$ cat src/rtl/mpc_regs_pkg.sv
package mpc_regs_pkg;
  localparam logic [11:0] OFS_CTRL   = 12'h000;
  localparam logic [11:0] OFS_LIMIT  = 12'h010;
  localparam logic [11:0] OFS_GEOM   = 12'h014;
  localparam logic [11:0] OFS_IDX    = 12'h018;
  localparam logic [11:0] OFS_WIN    = 12'h01C;
  localparam logic [11:0] OFS_ISTAT  = 12'h020;
  localparam logic [11:0] OFS_ICLR   = 12'h024;
  localparam logic [11:0] OFS_IEN    = 12'h028;
  localparam logic [11:0] OFS_INFO_A = 12'h02C;
  localparam logic [11:0] OFS_INFO_B = 12'h030;
  localparam logic [11:0] OFS_ISET   = 12'h034;

  localparam logic [31:0] CTRL_KEEP  = 32'h8000_0110;
  localparam logic [31:0] CTRL_RESET = 32'h0000_0100;
  localparam int          CTRL_LOCK  = 31;
  localparam int          CTRL_STEP  = 8;

  typedef enum logic [1:0] {
    SZ_BYTE = 2'd0,
    SZ_HALF = 2'd1,
    SZ_WORD = 2'd2,
    SZ_WIDE = 2'd3
  } xfer_size_e;

  typedef struct packed {
    logic ctrl;
    logic limit;
    logic geom;
    logic idx;
    logic win;
    logic istat;
    logic iclr;
    logic ien;
    logic info;
    logic iset;
  } reg_hit_t;
endpackage

$ cat src/rtl/mpc_bus_decode.sv
module mpc_bus_decode
  import mpc_regs_pkg::*;
(
  input  logic        psel,
  input  logic        penable,
  input  logic        pwrite,
  input  logic [11:0] paddr,
  input  logic [1:0]  psize,
  output logic        acc_rd,
  output logic        acc_wr,
  output reg_hit_t    hit,
  output logic [31:0] lane_mask,
  output logic        full_word
);
  logic [11:0] word_addr;
  xfer_size_e  sz;

  assign acc_rd    = psel && penable && !pwrite;
  assign acc_wr    = psel && penable && pwrite;
  assign word_addr = {paddr[11:2], 2'b00};
  assign sz        = xfer_size_e'(psize);
  assign full_word = (sz == SZ_WORD) || (sz == SZ_WIDE);

  always_comb begin
    hit       = '0;
    hit.ctrl  = (word_addr == OFS_CTRL);
    hit.limit = (word_addr == OFS_LIMIT);
    hit.geom  = (word_addr == OFS_GEOM);
    hit.idx   = (word_addr == OFS_IDX);
    hit.win   = (word_addr == OFS_WIN);
    hit.istat = (word_addr == OFS_ISTAT);
    hit.iclr  = (word_addr == OFS_ICLR);
    hit.ien   = (word_addr == OFS_IEN);
    hit.info  = (word_addr == OFS_INFO_A) || (word_addr == OFS_INFO_B);
    hit.iset  = (word_addr == OFS_ISET);
  end

  always_comb begin
    case (sz)
      SZ_BYTE: lane_mask = 32'h0000_00FF << {paddr[1:0], 3'b000};
      SZ_HALF: lane_mask = 32'h0000_FFFF << {paddr[1], 4'b0000};
      default: lane_mask = 32'hFFFF_FFFF;
    endcase
  end
endmodule

$ cat src/rtl/mpc_lut_store.sv
module mpc_lut_store #(
  parameter int LUT_WORDS = 8,
  localparam int IDX_W    = (LUT_WORDS > 1) ? $clog2(LUT_WORDS) : 1,
  localparam int BLK_W    = IDX_W + 5
) (
  input  logic             clk,
  input  logic             rst_n,
  input  logic             idx_we,
  input  logic [31:0]      idx_wval,
  input  logic             word_we,
  input  logic [31:0]      word_wval,
  input  logic             step,
  output logic [IDX_W-1:0] idx_o,
  output logic [31:0]      word_o,
  input  logic [BLK_W-1:0] chk_blk,
  output logic [31:0]      chk_word,
  output logic             chk_secure
);
  localparam logic [IDX_W-1:0] LAST = IDX_W'(LUT_WORDS - 1);

  logic [IDX_W-1:0] idx_q, idx_d;
  logic [31:0]      mem_q [LUT_WORDS];
  logic [IDX_W-1:0] chk_sel;

  always_comb begin
    idx_d = idx_q;
    if (idx_we)
      idx_d = IDX_W'(idx_wval % 32'(LUT_WORDS));
    else if (step)
      idx_d = (idx_q == LAST) ? '0 : idx_q + 1'b1;
  end

  always_ff @(posedge clk or negedge rst_n) begin
    if (!rst_n)                idx_q <= '0;
    else if (idx_we || step)   idx_q <= idx_d;
  end

  for (genvar g = 0; g < LUT_WORDS; g++) begin : g_word
    logic hit_w;
    assign hit_w = word_we && (idx_q == IDX_W'(g));
    always_ff @(posedge clk or negedge rst_n) begin
      if (!rst_n)     mem_q[g] <= '0;
      else if (hit_w) mem_q[g] <= word_wval;
    end
  end

  assign idx_o      = idx_q;
  assign word_o     = mem_q[idx_q];
  assign chk_sel    = chk_blk[BLK_W-1:5];
  assign chk_word   = (32'(chk_sel) < LUT_WORDS) ? mem_q[chk_sel] : '0;
  assign chk_secure = chk_word[chk_blk[4:0]];

  // index never leaves the table
  a_r7_idx_bounded: assert property (@(posedge clk) disable iff (!rst_n)
    32'(idx_q) < LUT_WORDS);
  // stepping from the last word wraps to zero
  a_r5_wrap_zero: assert property (@(posedge clk) disable iff (!rst_n)
    step && !idx_we && idx_q == LAST |=> idx_q == '0);
  // without a step or index write the index holds
  a_r6_idx_hold: assert property (@(posedge clk) disable iff (!rst_n)
    !step && !idx_we |=> $stable(idx_q));
endmodule

$ cat src/rtl/mpc_irq_ctrl.sv
module mpc_irq_ctrl (
  input  logic clk,
  input  logic rst_n,
  input  logic set_req,
  input  logic clr_req,
  input  logic en_we,
  input  logic en_val,
  output logic stat_o,
  output logic en_o,
  output logic irq_o
);
  logic stat_q, stat_d, en_q, en_d;

  always_comb begin
    stat_d = stat_q;
    if (clr_req)      stat_d = 1'b0;
    else if (set_req) stat_d = 1'b1;
    en_d = en_we ? en_val : en_q;
  end

  always_ff @(posedge clk or negedge rst_n) begin
    if (!rst_n) begin
      stat_q <= 1'b0;
      en_q   <= 1'b1;
    end else begin
      if (set_req || clr_req) stat_q <= stat_d;
      if (en_we)              en_q   <= en_d;
    end
  end

  assign stat_o = stat_q;
  assign en_o   = en_q;
  assign irq_o  = stat_q && en_q;

  // a set with enable on raises the line after one edge
  a_r11_set_raises: assert property (@(posedge clk) disable iff (!rst_n)
    set_req && !clr_req && en_q && !en_we |=> irq_o);
  // a clear drops the line after one edge
  a_r10_clear_drops: assert property (@(posedge clk) disable iff (!rst_n)
    clr_req |=> !irq_o);
  // disabling masks the line after one edge
  a_r11_mask_drops: assert property (@(posedge clk) disable iff (!rst_n)
    en_we && !en_val |=> !irq_o);
endmodule

$ cat src/rtl/mpc_cfg_regs.sv
module mpc_cfg_regs
  import mpc_regs_pkg::*;
#(
  parameter int LUT_WORDS = 8,
  parameter int BLK_LOG2  = 8,
  localparam int IDX_W    = (LUT_WORDS > 1) ? $clog2(LUT_WORDS) : 1,
  localparam int BLK_W    = IDX_W + 5
) (
  input  logic             clk,
  input  logic             rst_n,
  input  logic             psel,
  input  logic             penable,
  input  logic             pwrite,
  input  logic [11:0]      paddr,
  input  logic [1:0]       psize,
  input  logic [31:0]      pwdata,
  output logic [31:0]      prdata,
  output logic             irq,
  input  logic [BLK_W-1:0] chk_blk,
  output logic [31:0]      chk_word,
  output logic             chk_secure
);
  localparam logic [31:0] GEOM_VAL  = 32'(BLK_LOG2 - 5);
  localparam logic [31:0] LIMIT_VAL = 32'(LUT_WORDS);

  logic        acc_rd, acc_wr, full_word, locked;
  reg_hit_t    hit;
  logic [31:0] lane_mask, wmasked;
  logic [31:0] ctrl_q, ctrl_d;
  logic        ctrl_we;
  logic [IDX_W-1:0] idx;
  logic [31:0] idx_ext, cur_word, idx_merged, word_merged;
  logic        win_we, step;
  logic        stat, en;
  logic [31:0] rd_mux;

  mpc_bus_decode i_dec (
    .psel(psel), .penable(penable), .pwrite(pwrite), .paddr(paddr),
    .psize(psize), .acc_rd(acc_rd), .acc_wr(acc_wr), .hit(hit),
    .lane_mask(lane_mask), .full_word(full_word)
  );

  assign locked      = ctrl_q[CTRL_LOCK];
  assign wmasked     = pwdata & lane_mask;
  assign idx_ext     = 32'(idx);
  assign idx_merged  = (idx_ext & ~lane_mask) | wmasked;
  assign word_merged = (cur_word & ~lane_mask) | wmasked;

  assign ctrl_we = acc_wr && hit.ctrl && !locked;
  assign ctrl_d  = ((ctrl_q & ~lane_mask) | wmasked) & CTRL_KEEP;

  always_ff @(posedge clk or negedge rst_n) begin
    if (!rst_n)       ctrl_q <= CTRL_RESET;
    else if (ctrl_we) ctrl_q <= ctrl_d;
  end

  assign win_we = acc_wr && hit.win && !locked;
  assign step   = hit.win && full_word && ctrl_q[CTRL_STEP] && (acc_rd || win_we);

  mpc_lut_store #(.LUT_WORDS(LUT_WORDS)) i_lut (
    .clk(clk), .rst_n(rst_n),
    .idx_we(acc_wr && hit.idx), .idx_wval(idx_merged),
    .word_we(win_we), .word_wval(word_merged), .step(step),
    .idx_o(idx), .word_o(cur_word),
    .chk_blk(chk_blk), .chk_word(chk_word), .chk_secure(chk_secure)
  );

  mpc_irq_ctrl i_irq (
    .clk(clk), .rst_n(rst_n),
    .set_req(acc_wr && hit.iset && wmasked[0]),
    .clr_req(acc_wr && hit.iclr && wmasked[0]),
    .en_we(acc_wr && hit.ien && !locked), .en_val(wmasked[0]),
    .stat_o(stat), .en_o(en), .irq_o(irq)
  );

  always_comb begin
    rd_mux = '0;
    unique case (1'b1)
      hit.ctrl:  rd_mux = ctrl_q;
      hit.limit: rd_mux = LIMIT_VAL;
      hit.geom:  rd_mux = GEOM_VAL;
      hit.idx:   rd_mux = idx_ext;
      hit.win:   rd_mux = cur_word;
      hit.istat: rd_mux = {31'b0, stat};
      hit.ien:   rd_mux = {31'b0, en};
      default:   rd_mux = '0;
    endcase
  end

  assign prdata = acc_rd ? rd_mux : '0;

  // once locked, control never changes before reset
  a_r9_lock_freezes: assert property (@(posedge clk) disable iff (!rst_n)
    locked |=> $stable(ctrl_q));
  // reserved control bits stay zero
  a_r2_ctrl_reserved: assert property (@(posedge clk) disable iff (!rst_n)
    (ctrl_q & ~CTRL_KEEP) == '0);
endmodule

$ cat config.mk
export PLATFORM = sky130hd
export DESIGN_NAME = mpc_cfg_regs
export DESIGN_NICKNAME = d
export VERILOG_FILES = /design/src/rtl/mpc_regs_pkg.sv /design/src/rtl/mpc_bus_decode.sv /design/src/rtl/mpc_lut_store.sv /design/src/rtl/mpc_irq_ctrl.sv /design/src/rtl/mpc_cfg_regs.sv
export SDC_FILE = /design/constraint.sdc
export NUM_CORES = 1
export LEC_CHECK = 0
export ABC_CLOCK_PERIOD_IN_PS = 5600
export BUFFER_PORTS_ARGS = -buffer_cell sky130_fd_sc_hd__buf_2
export CELL_PAD_IN_SITES_DETAIL_PLACEMENT = 0
export CELL_PAD_IN_SITES_GLOBAL_PLACEMENT = 1
export CORE_MARGIN = 2
export CORE_UTILIZATION = 54
export CTS_CLUSTER_DIAMETER = 100
export DETAILED_ROUTE_END_ITERATION = 12
export PLACE_DENSITY = 0.95
export REMOVE_ABC_BUFFERS = 1
export SYNTH_ARGS = -nofsm -noshare
export SYNTH_HDL_FRONTEND = slang
export SYNTH_HIERARCHICAL = 1
export SYNTH_SLANG_ARGS = --single-unit
$ cat constraint.sdc
create_clock -name clk -period 5.6 [get_ports clk]
set_input_delay 0.28 -clock clk [delete_from_list [all_inputs] [get_ports clk]]
set_output_delay 0.28 -clock clk [all_outputs]
set_load 0.005 [all_outputs]
* Word level (Yosys, flattened, before mapping)
Cells that the tools add are included.
** Word-level totals
- Memories kept :: 0
- Output and inout bits :: 66
- Logic and storage cells :: 101
- Bits in registers :: 264
- Memory bits (read-only) :: 0
- Latch bits :: 0
- Input bits :: 59
- Memory bits (writable) :: 0
** Operators by class
- Shifts and indexed selects :: 2
- Add/subtract/negate cells :: 1
- Bitwise logic cells :: 10
- Multiplexer cells :: 16
- Multipliers :: 0
- Reductions and logical operators :: 39
- $lt $le $gt $ge :: 3
- Eq/ne operators :: 18
- Divide/modulo/power cells :: 0
** Operators with widths (count)
- 32-bit case mux with 7 select lines :: 1
- 32-bit binary-select mux with 3-bit select :: 2
- 32-bit two-way mux :: 5
- 32-bit AND :: 3
- 32-bit bitwise OR :: 2
- 32-bit case mux with 2 select lines :: 1
- 10-bit by 3-bit equality test with 1-bit output, second input constant :: 4
- 10-bit by 4-bit equality test with 1-bit output, second input constant :: 4
- 32-bit NOT :: 1
- 16-bit by 5-bit << shifter with 32-bit output, first input constant :: 1
- 8-bit by 5-bit << shifter with 32-bit output, first input constant :: 1
- 1-bit logical AND :: 26
- 3-bit equality test, second input constant :: 4
- 12-bit logical NOT :: 1
- 3-bit two-way mux :: 3
- 4-bit >= comparator, second input constant :: 2
- 3-bit NOT with 4-bit output :: 2
- 3-bit by 2-bit equality test with 1-bit output, second input constant :: 2
- 5-bit by 6-bit less-than comparator with 1-bit output, second input constant :: 1
- 1-bit binary-select mux with 5-bit select :: 1
- 2-bit equality test, second input constant :: 2
- 1-bit logical OR :: 4
- 2-bit AND reduction :: 2
- 2-bit nonzero test :: 2
- 9 further kinds :: 12

* Longest topological paths before layout
Gate-level depths: netlist of the first run.
- Depth after elaboration :: 8
- Mapped depth :: 10

* Cells and area by module
The synthesis of the first run kept the hierarchy.
** Modules (own cells, without submodules)
- mpc_lut_store :: cells each 1051, seq. area each 6481.2 µm², instances 1, area each 14031.0 µm²
- mpc_cfg_regs :: cells each 137, seq. area each 76.3 µm², instances 1, area each 1042.2 µm²
- mpc_bus_decode :: cells each 62, seq. area each 0.0 µm², instances 1, area each 444.2 µm²
- mpc_irq_ctrl :: cells each 5, seq. area each 51.3 µm², instances 1, area each 82.6 µm²

* Worst setup path before layout of the first run
Ideal clock, no wire load.
- Path kind :: input port to flip-flop
- Start point :: input paddr[7]
- End point :: register i_lut/mem_q[161] in the netlist's numbering
- Path slack :: 2.706 ns
- Stages on the path :: 9
- Setup time :: 0.125 ns
- Arrival :: 2.769 ns
- Path through :: or4_4 -> buf_6 -> nor3_1 -> clkbuf_1 -> and2_1 -> nor2b_1 -> nand2_1 -> buf_1 -> mux2_2
** RTL lines
- from (decl) :: line mpc_cfg_regs.sv:14 : input logic [11:0] paddr,
- to (signal, indexed assignment) :: line mpc_lut_store.sv:43 : else if (hit_w) mem_q[g] <= word_wval;
- to (decl) :: line mpc_lut_store.sv:22 : logic [31:0] mem_q [LUT_WORDS];

* Worst setup path after layout of the first run
- Start point :: register i_lut.idx_q[0] (netlist: i_lut/idx_o[0])
- End point :: output prdata[1]
** On the way
- Word-level cells in the longest chain between the ends :: 6
** Ends and longest elaborated chain
- from (decl) :: line mpc_lut_store.sv:21 : logic [IDX_W-1:0] idx_q, idx_d;
- from (signal assigned) :: line mpc_lut_store.sv:35 : else if (idx_we || step) idx_q <= idx_d;
- 3-bit NOT with 4-bit output (implied by the code) :: line mpc_lut_store.sv:48 : assign word_o = mem_q[idx_q];
- 32-bit binary-select mux with 3-bit select :: line mpc_lut_store.sv:48
- 32-bit two-way mux (implied by the code) (2 in series) :: line mpc_lut_store.sv:48
- net cur_word[1] :: line mpc_cfg_regs.sv:32 : logic [31:0] idx_ext, cur_word, idx_merged, word_merged;
- 32-bit case mux with 7 select lines :: line mpc_cfg_regs.sv:78 : unique case (1'b1)
- 32-bit two-way mux :: line mpc_cfg_regs.sv:90 : assign prdata = acc_rd ? rd_mux : '0;
- to (decl) :: line mpc_cfg_regs.sv:17 : output logic [31:0] prdata,
The timed path passes the listed nets, and every way through them passes these cells. The select of a mux whose other input is x is not followed.

==> metrics.yaml, run 1 <==
crit_start: "i_lut/idx_o[0]"
status: "finished, final reports clean"
cts_tree: "built"
wirelength_mm: 42.4
clk-insertion-delay-late_ns: 0.54
rrSetupSlack_ns: 2.22
drc: 0
initial_utilization: 0.551
crit_type: "flip-flop to primary output"
critical_path_required_ns: 5.32
total_leakage_power_nw: 8.54
postLayoutCoreUtil: 0.611
drt_iter0_drc: 872
critical_path_end: "prdata[1]"
die_width_um: 173
ff_latch_area_um2: 6610
cap_violations: 0
area.growth.synth_to_final_pct: 10.8
irDropWorstVdd_mv: 0.260
detailed_place_hpwl_mm: 26.1
timing.slew.headroom: 0.218
largest_net_degree_at_the_start_of_global_routing: 136
place_congestion: 0.839
initial_antenna_violation_count: 1
cts_num_sinks: 264
total_grt_overflow: 0
placement.io_buffers: 124
grtUsageTotal: 0.284
clock_tree.htree_level_count: 1
multiInputGateArea_um2: 8110
final-max-slew-violation-count: 0
post_cts.repair.setup_buffers: 0
critical_path_endpoint_category: "primary output"
finalClockSkew_ns: 0.0156
clock.fmax_ghz: 0.265
worstSetupStartpointType: "flip-flop"
drive_gt1_frac: 0.451
worst_hold_path_type: "input pin to flip-flop"
post_cts.resized_instances: 0
dieArea_um2: 29900
arrival_ns: 3.50
fin_total_pwr_mw: 4.09
ctsHoldBuffers: 2
vias_per_cell: 6.38
postLayoutSetupSlackWorst_ns: 1.82
routedWlPerCell_um: 25.1
drt.antenna.violating_nets: 0
period_needed_ns: 3.78
rsz_0062_raised_after_global_routing: "false"
most-common-layout-cells: "298 x sky130_fd_sc_hd__mux2_2, 260 x sky130_fd_sc_hd__dfrtp_1, 122 x sky130_fd_sc_hd__buf_2"
yosys_warnings: 6
finalHoldViolations: 0
mostFrequentLayoutCell: "sky130_fd_sc_hd__mux2_2"
placementRows: 61
first_global_vias: 11406
clkTransAtPathRegs_ns: 0.05
num-fill-cells: 2248
cts_root_buf: "sky130_fd_sc_hd__clkbuf_16"
worstPathMaxFanout: 45
final.setup.tns_ns: 0
dr.pass1.iters: 5
pwr_density_cell_nw_per_um2: 240
vertical_extent_of_the_die_um: 173
vias: 10774
detailedPlace.worstSlack_ns: 1.86
worst_r2r_startpoint: "i_lut/idx_o[0]"
avgSynthCellArea_um2: 12.6
timing_worst_slew_pin_value_ns: 1.17
reg2reg_depth: 7
min_period_over_period: 0.674
tritoncts.num_buffers: 28
regToRegEndpoint: "i_lut/mem_q[66]"
fp.coreArea_um2: 27900
synth_cells: 1223
clockBufferDepth: 3
layout_net_count: 1353
design.portCount: 125
final_count_of_negative_setup_slack_endpoints: 0
netlist_area_um2: 15400
grt_pass1_wl_mm: 66.2
-- worst min path at each step --
stage	from	end	slack [ns]	depth (start not counted)
after floorplan	rst_n	async pin	-0.02	0
after global placement	rst_n	i_lut/mem_q[91]	0.47	1
after global routing	pwdata[4]	flip-flop	0.04	2
after detailed placement	rst_n	i_lut/mem_q[59]	0.48	1
after CTS	pwdata[4]	flip-flop	0.03	2
final	pwdata[4]	flip-flop	0.04	2
-- per-stage QoR --
step | area [um^2] | cells | hold WS [ns]
6_report | 17100 | 1689 | 0.0427
5_1_grt | 17100 | 1689 | 0.0420
4_1_cts | 17100 | 1688 | 0.0253
3_5_place_dp | 16100 | 1634 | 0.478
3_3_place_gp | 16100 | 1634 | 0.473
2_1_floorplan | 14800 | 1110 | -0.0156
-- routing by layer --
metal,GRT usage,vias to the layer above,part of all wire
li1,-,4666,-
met1,0.386,5502,0.41
met2,0.457,498,0.47
met3,0.0572,108,0.084
met4,0.101,0,0.037
met5,0,-,0
-- worst max-delay path: stages, from the launching register on --
cell	delay [ns]
sky130_fd_sc_hd__dfrtp_4	1.05
sky130_fd_sc_hd__buf_4	0.63
sky130_fd_sc_hd__mux4_2	0.57
sky130_fd_sc_hd__nand2_1	0.08
sky130_fd_sc_hd__nand2_1	0.09
sky130_fd_sc_hd__a221oi_1	0.28
sky130_fd_sc_hd__nor2_1	0.09
sky130_fd_sc_hd__buf_2	0.15
-- layout make-up --
class,instances,share of cell area
clock inverter,7,0.00513
sequential,264,0.388
inverter,16,0.00352
antenna,1,0.000147
tap,378,0.0277
multi-input combinational,830,0.475
clock buffer,45,0.0508
timing repair buffer,148,0.0494
-- flip-flops by register name (all words and copies together), names as in the netlist, named ones only --
register      count
i_lut/mem_q     256
i_lut/idx_o       3
i_irq/en_o        1
i_irq/stat_o      1
-- report_power, final --
part	internal (mW)	switching, mW
clock network	1.14	0.761
logic	0.0859	0.187
registers	1.91	0.00172
total	3.14	0.950
Power figures use the tool's default switching activity.
==> inputs of run 2 (changes only) <==
--- a/config.mk
+++ b/config.mk
@@ -5,15 +5,15 @@
 export SDC_FILE = /design/constraint.sdc
 export NUM_CORES = 1
 export LEC_CHECK = 0
-export ABC_CLOCK_PERIOD_IN_PS = 5600
+export ABC_CLOCK_PERIOD_IN_PS = 3900
 export BUFFER_PORTS_ARGS = -buffer_cell sky130_fd_sc_hd__buf_2
 export CELL_PAD_IN_SITES_DETAIL_PLACEMENT = 0
 export CELL_PAD_IN_SITES_GLOBAL_PLACEMENT = 1
 export CORE_MARGIN = 2
-export CORE_UTILIZATION = 54
+export CORE_UTILIZATION = 50
 export CTS_CLUSTER_DIAMETER = 100
 export DETAILED_ROUTE_END_ITERATION = 12
-export PLACE_DENSITY = 0.95
+export PLACE_DENSITY = 0.9
 export REMOVE_ABC_BUFFERS = 1
 export SYNTH_ARGS = -nofsm -noshare
 export SYNTH_HDL_FRONTEND = slang
==> constraint.sdc (replaced) <==
create_clock -name clk -period 3.9 [get_ports clk]
set_input_delay 0.195 -clock clk [delete_from_list [all_inputs] [get_ports clk]]
set_output_delay 0.195 -clock clk [all_outputs]
set_load 0.005 [all_outputs]
==> metrics.yaml, run 2 (synthesis gave the netlist of run 1 again) <==
status: "finished, final reports clean"
routedWlPerCell_um: 24.8  # -1.2%
worst_hold_path_type: "input pin to flip-flop"
post_cts.resized_instances: 0  # unchanged
cts_tree: "built"
critical_path_endpoint_category: "primary output"
drc: 0  # unchanged
initial_utilization: 0.506  # -0.0452
clk-insertion-delay-late_ns: 0.56  # +0.02 ns
place_congestion: 0.859  # +2.4%
total_leakage_power_nw: 8.62  # +1.0%
cts_root_buf: "sky130_fd_sc_hd__clkbuf_16"
grtUsageTotal: 0.263  # -0.0213
worstSetupStartpointType: "flip-flop"
period_needed_ns: 3.23
grt_pass1_wl_mm: 66.4  # +0.23%
vertical_extent_of_the_die_um: 179  # +3.8%
drive_gt1_frac: 0.455  # +0.00367
clkTransAtPathRegs_ns: 0.07  # +0.02 ns
total_grt_overflow: 0  # unchanged
detailed_place_hpwl_mm: 27.5  # +5.5%
pwr_density_cell_nw_per_um2: 346  # +44%
design.portCount: 125  # unchanged
cap_violations: 0  # unchanged
fin_total_pwr_mw: 5.96  # +46%
drt_iter0_drc: 892  # +2.3%
num_antenna_cells: 0  # -1
postLayoutCoreUtil: 0.566  # -0.0443
die_width_um: 179  # +3.8%
largest_register_ffs: 256  # unchanged
most-common-layout-cells: "298 x sky130_fd_sc_hd__mux2_2, 260 x sky130_fd_sc_hd__dfrtp_1, 122 x sky130_fd_sc_hd__buf_2"
arrival_ns: 3.04  # -0.46 ns
fin_hold_ws_ns: 0.0326  # -0.0100 ns
area.growth.synth_to_final_pct: 12.0
timing.slew.headroom: 0.189  # -0.0283
finalHoldViolations: 0  # unchanged
final_count_of_negative_setup_slack_endpoints: 0  # unchanged
post_cts.repair.setup_buffers: 0  # unchanged
drt.antenna.violating_nets: 0  # unchanged
dr.pass1.iters: 5  # unchanged
crit_type: "flip-flop to primary output"
dieArea_um2: 32200  # +7.8%
layout_net_count: 1370  # +1.3%
initial_antenna_violation_count: 2  # +1
timing_worst_slew_pin_value_ns: 1.20  # +0.0339 ns
finalClockSkew_ns: 0.0136  # -0.00203 ns
final-max-slew-violation-count: 0  # unchanged
vias_per_cell: 6.28  # -1.5%
placement.io_buffers: 124  # unchanged
placementRows: 64  # +4.9%
rsz_0062_raised_after_global_routing: "false"
critical_path_required_ns: 3.70  # -1.62 ns
fp.coreArea_um2: 30400  # +8.9%
clock.fmax_ghz: 0.309
min_period_over_period: 0.829
clockBufferDepth: 3  # unchanged
clock_tree.htree_level_count: 1  # unchanged
mostFrequentLayoutCell: "sky130_fd_sc_hd__mux2_2"
postPlaceCellArea_um2: 16200  # +0.75%
wirelength_mm: 42.7  # +0.84%
first_global_vias: 11072  # -2.9%
cts_num_sinks: 264  # unchanged
worstPathMaxFanout: 28  # -38%
vias: 10828  # +0.50%
ctsHoldBuffers: 5  # +3
tritoncts.num_buffers: 29  # +3.6%
irDropWorstVdd_mv: 0.366  # +40%
finalInstanceArea_um2: 17200  # +1.0%
largest_register_by_flop_count: "i_lut/mem_q"
largest_net_degree_at_the_start_of_global_routing: 112  # -18%
## run 2: cell count changes in the layout (fill, tap and decap cells not counted), sizes merged
cell and change:
clkbuf +1, buf +13, dlygate4sd3 +3, bufinv +1
inv +1, diode -1, clkinvlp -1
## run 2: worst max-delay path, stage by stage, from the launching register on
cell and delay, ns:
sky130_fd_sc_hd__dfrtp_4 0.80, sky130_fd_sc_hd__buf_4 0.47, sky130_fd_sc_hd__mux4_2 0.54, sky130_fd_sc_hd__nand2_1 0.07, sky130_fd_sc_hd__nand2_1 0.08, sky130_fd_sc_hd__a22oi_1 0.26, sky130_fd_sc_hd__nor2b_1 0.08, sky130_fd_sc_hd__buf_2 0.13
## run 2: metrics by stage
step	cells	setup WS [ns]	setup TNS [ns]
finish	1724	0.667	0
global route	1724	0.419	0
CTS	1724	0.619	0
detailed placement	1665	1.05	0
global placement	1665	1.05	0
floorplan	1110	-0.640	-131.85
## run 2: report_power, final
group          internal, mW  switching [mW]
clock network          1.70            1.12
logic                 0.129           0.269
registers              2.74         0.00185
total                  4.57            1.39
## run 2: final timing paths
kind                       slack, ns           start                to  depth (start not counted)
max                             0.67  i_lut/idx_o[0]         prdata[8]                          7
max in group asynchronous       2.45           rst_n  i_lut/mem_q[202]                          3
min in group asynchronous       0.28           rst_n   i_lut/mem_q[89]                          2
max reg2reg                     1.08  i_lut/idx_o[0]  i_lut/mem_q[116]                          6
min                             0.03       pwdata[0]    i_lut/idx_o[0]                          5
min reg2reg                     0.51       flip-flop         flip-flop                          1
## run 2: area by class of cell
| cell class | instances | area (um^2) |
|---|---|---|
| sequential | 264 | 6610 |
| fill | 2555 | 13200 |
| multi-input combinational | 830 | 8110 |
| timing repair buffer | 164 | 971 |
| inverter | 16 | 60.1 |
| tap | 396 | 495 |
| clock buffer | 46 | 860 |
| clock inverter | 8 | 119 |
## run 2: metal layers
metal,track usage,share of wire
met5,0,0.00028
met1,0.372,0.43
met3,0.0470,0.074
met2,0.416,0.47
met4,0.0777,0.029
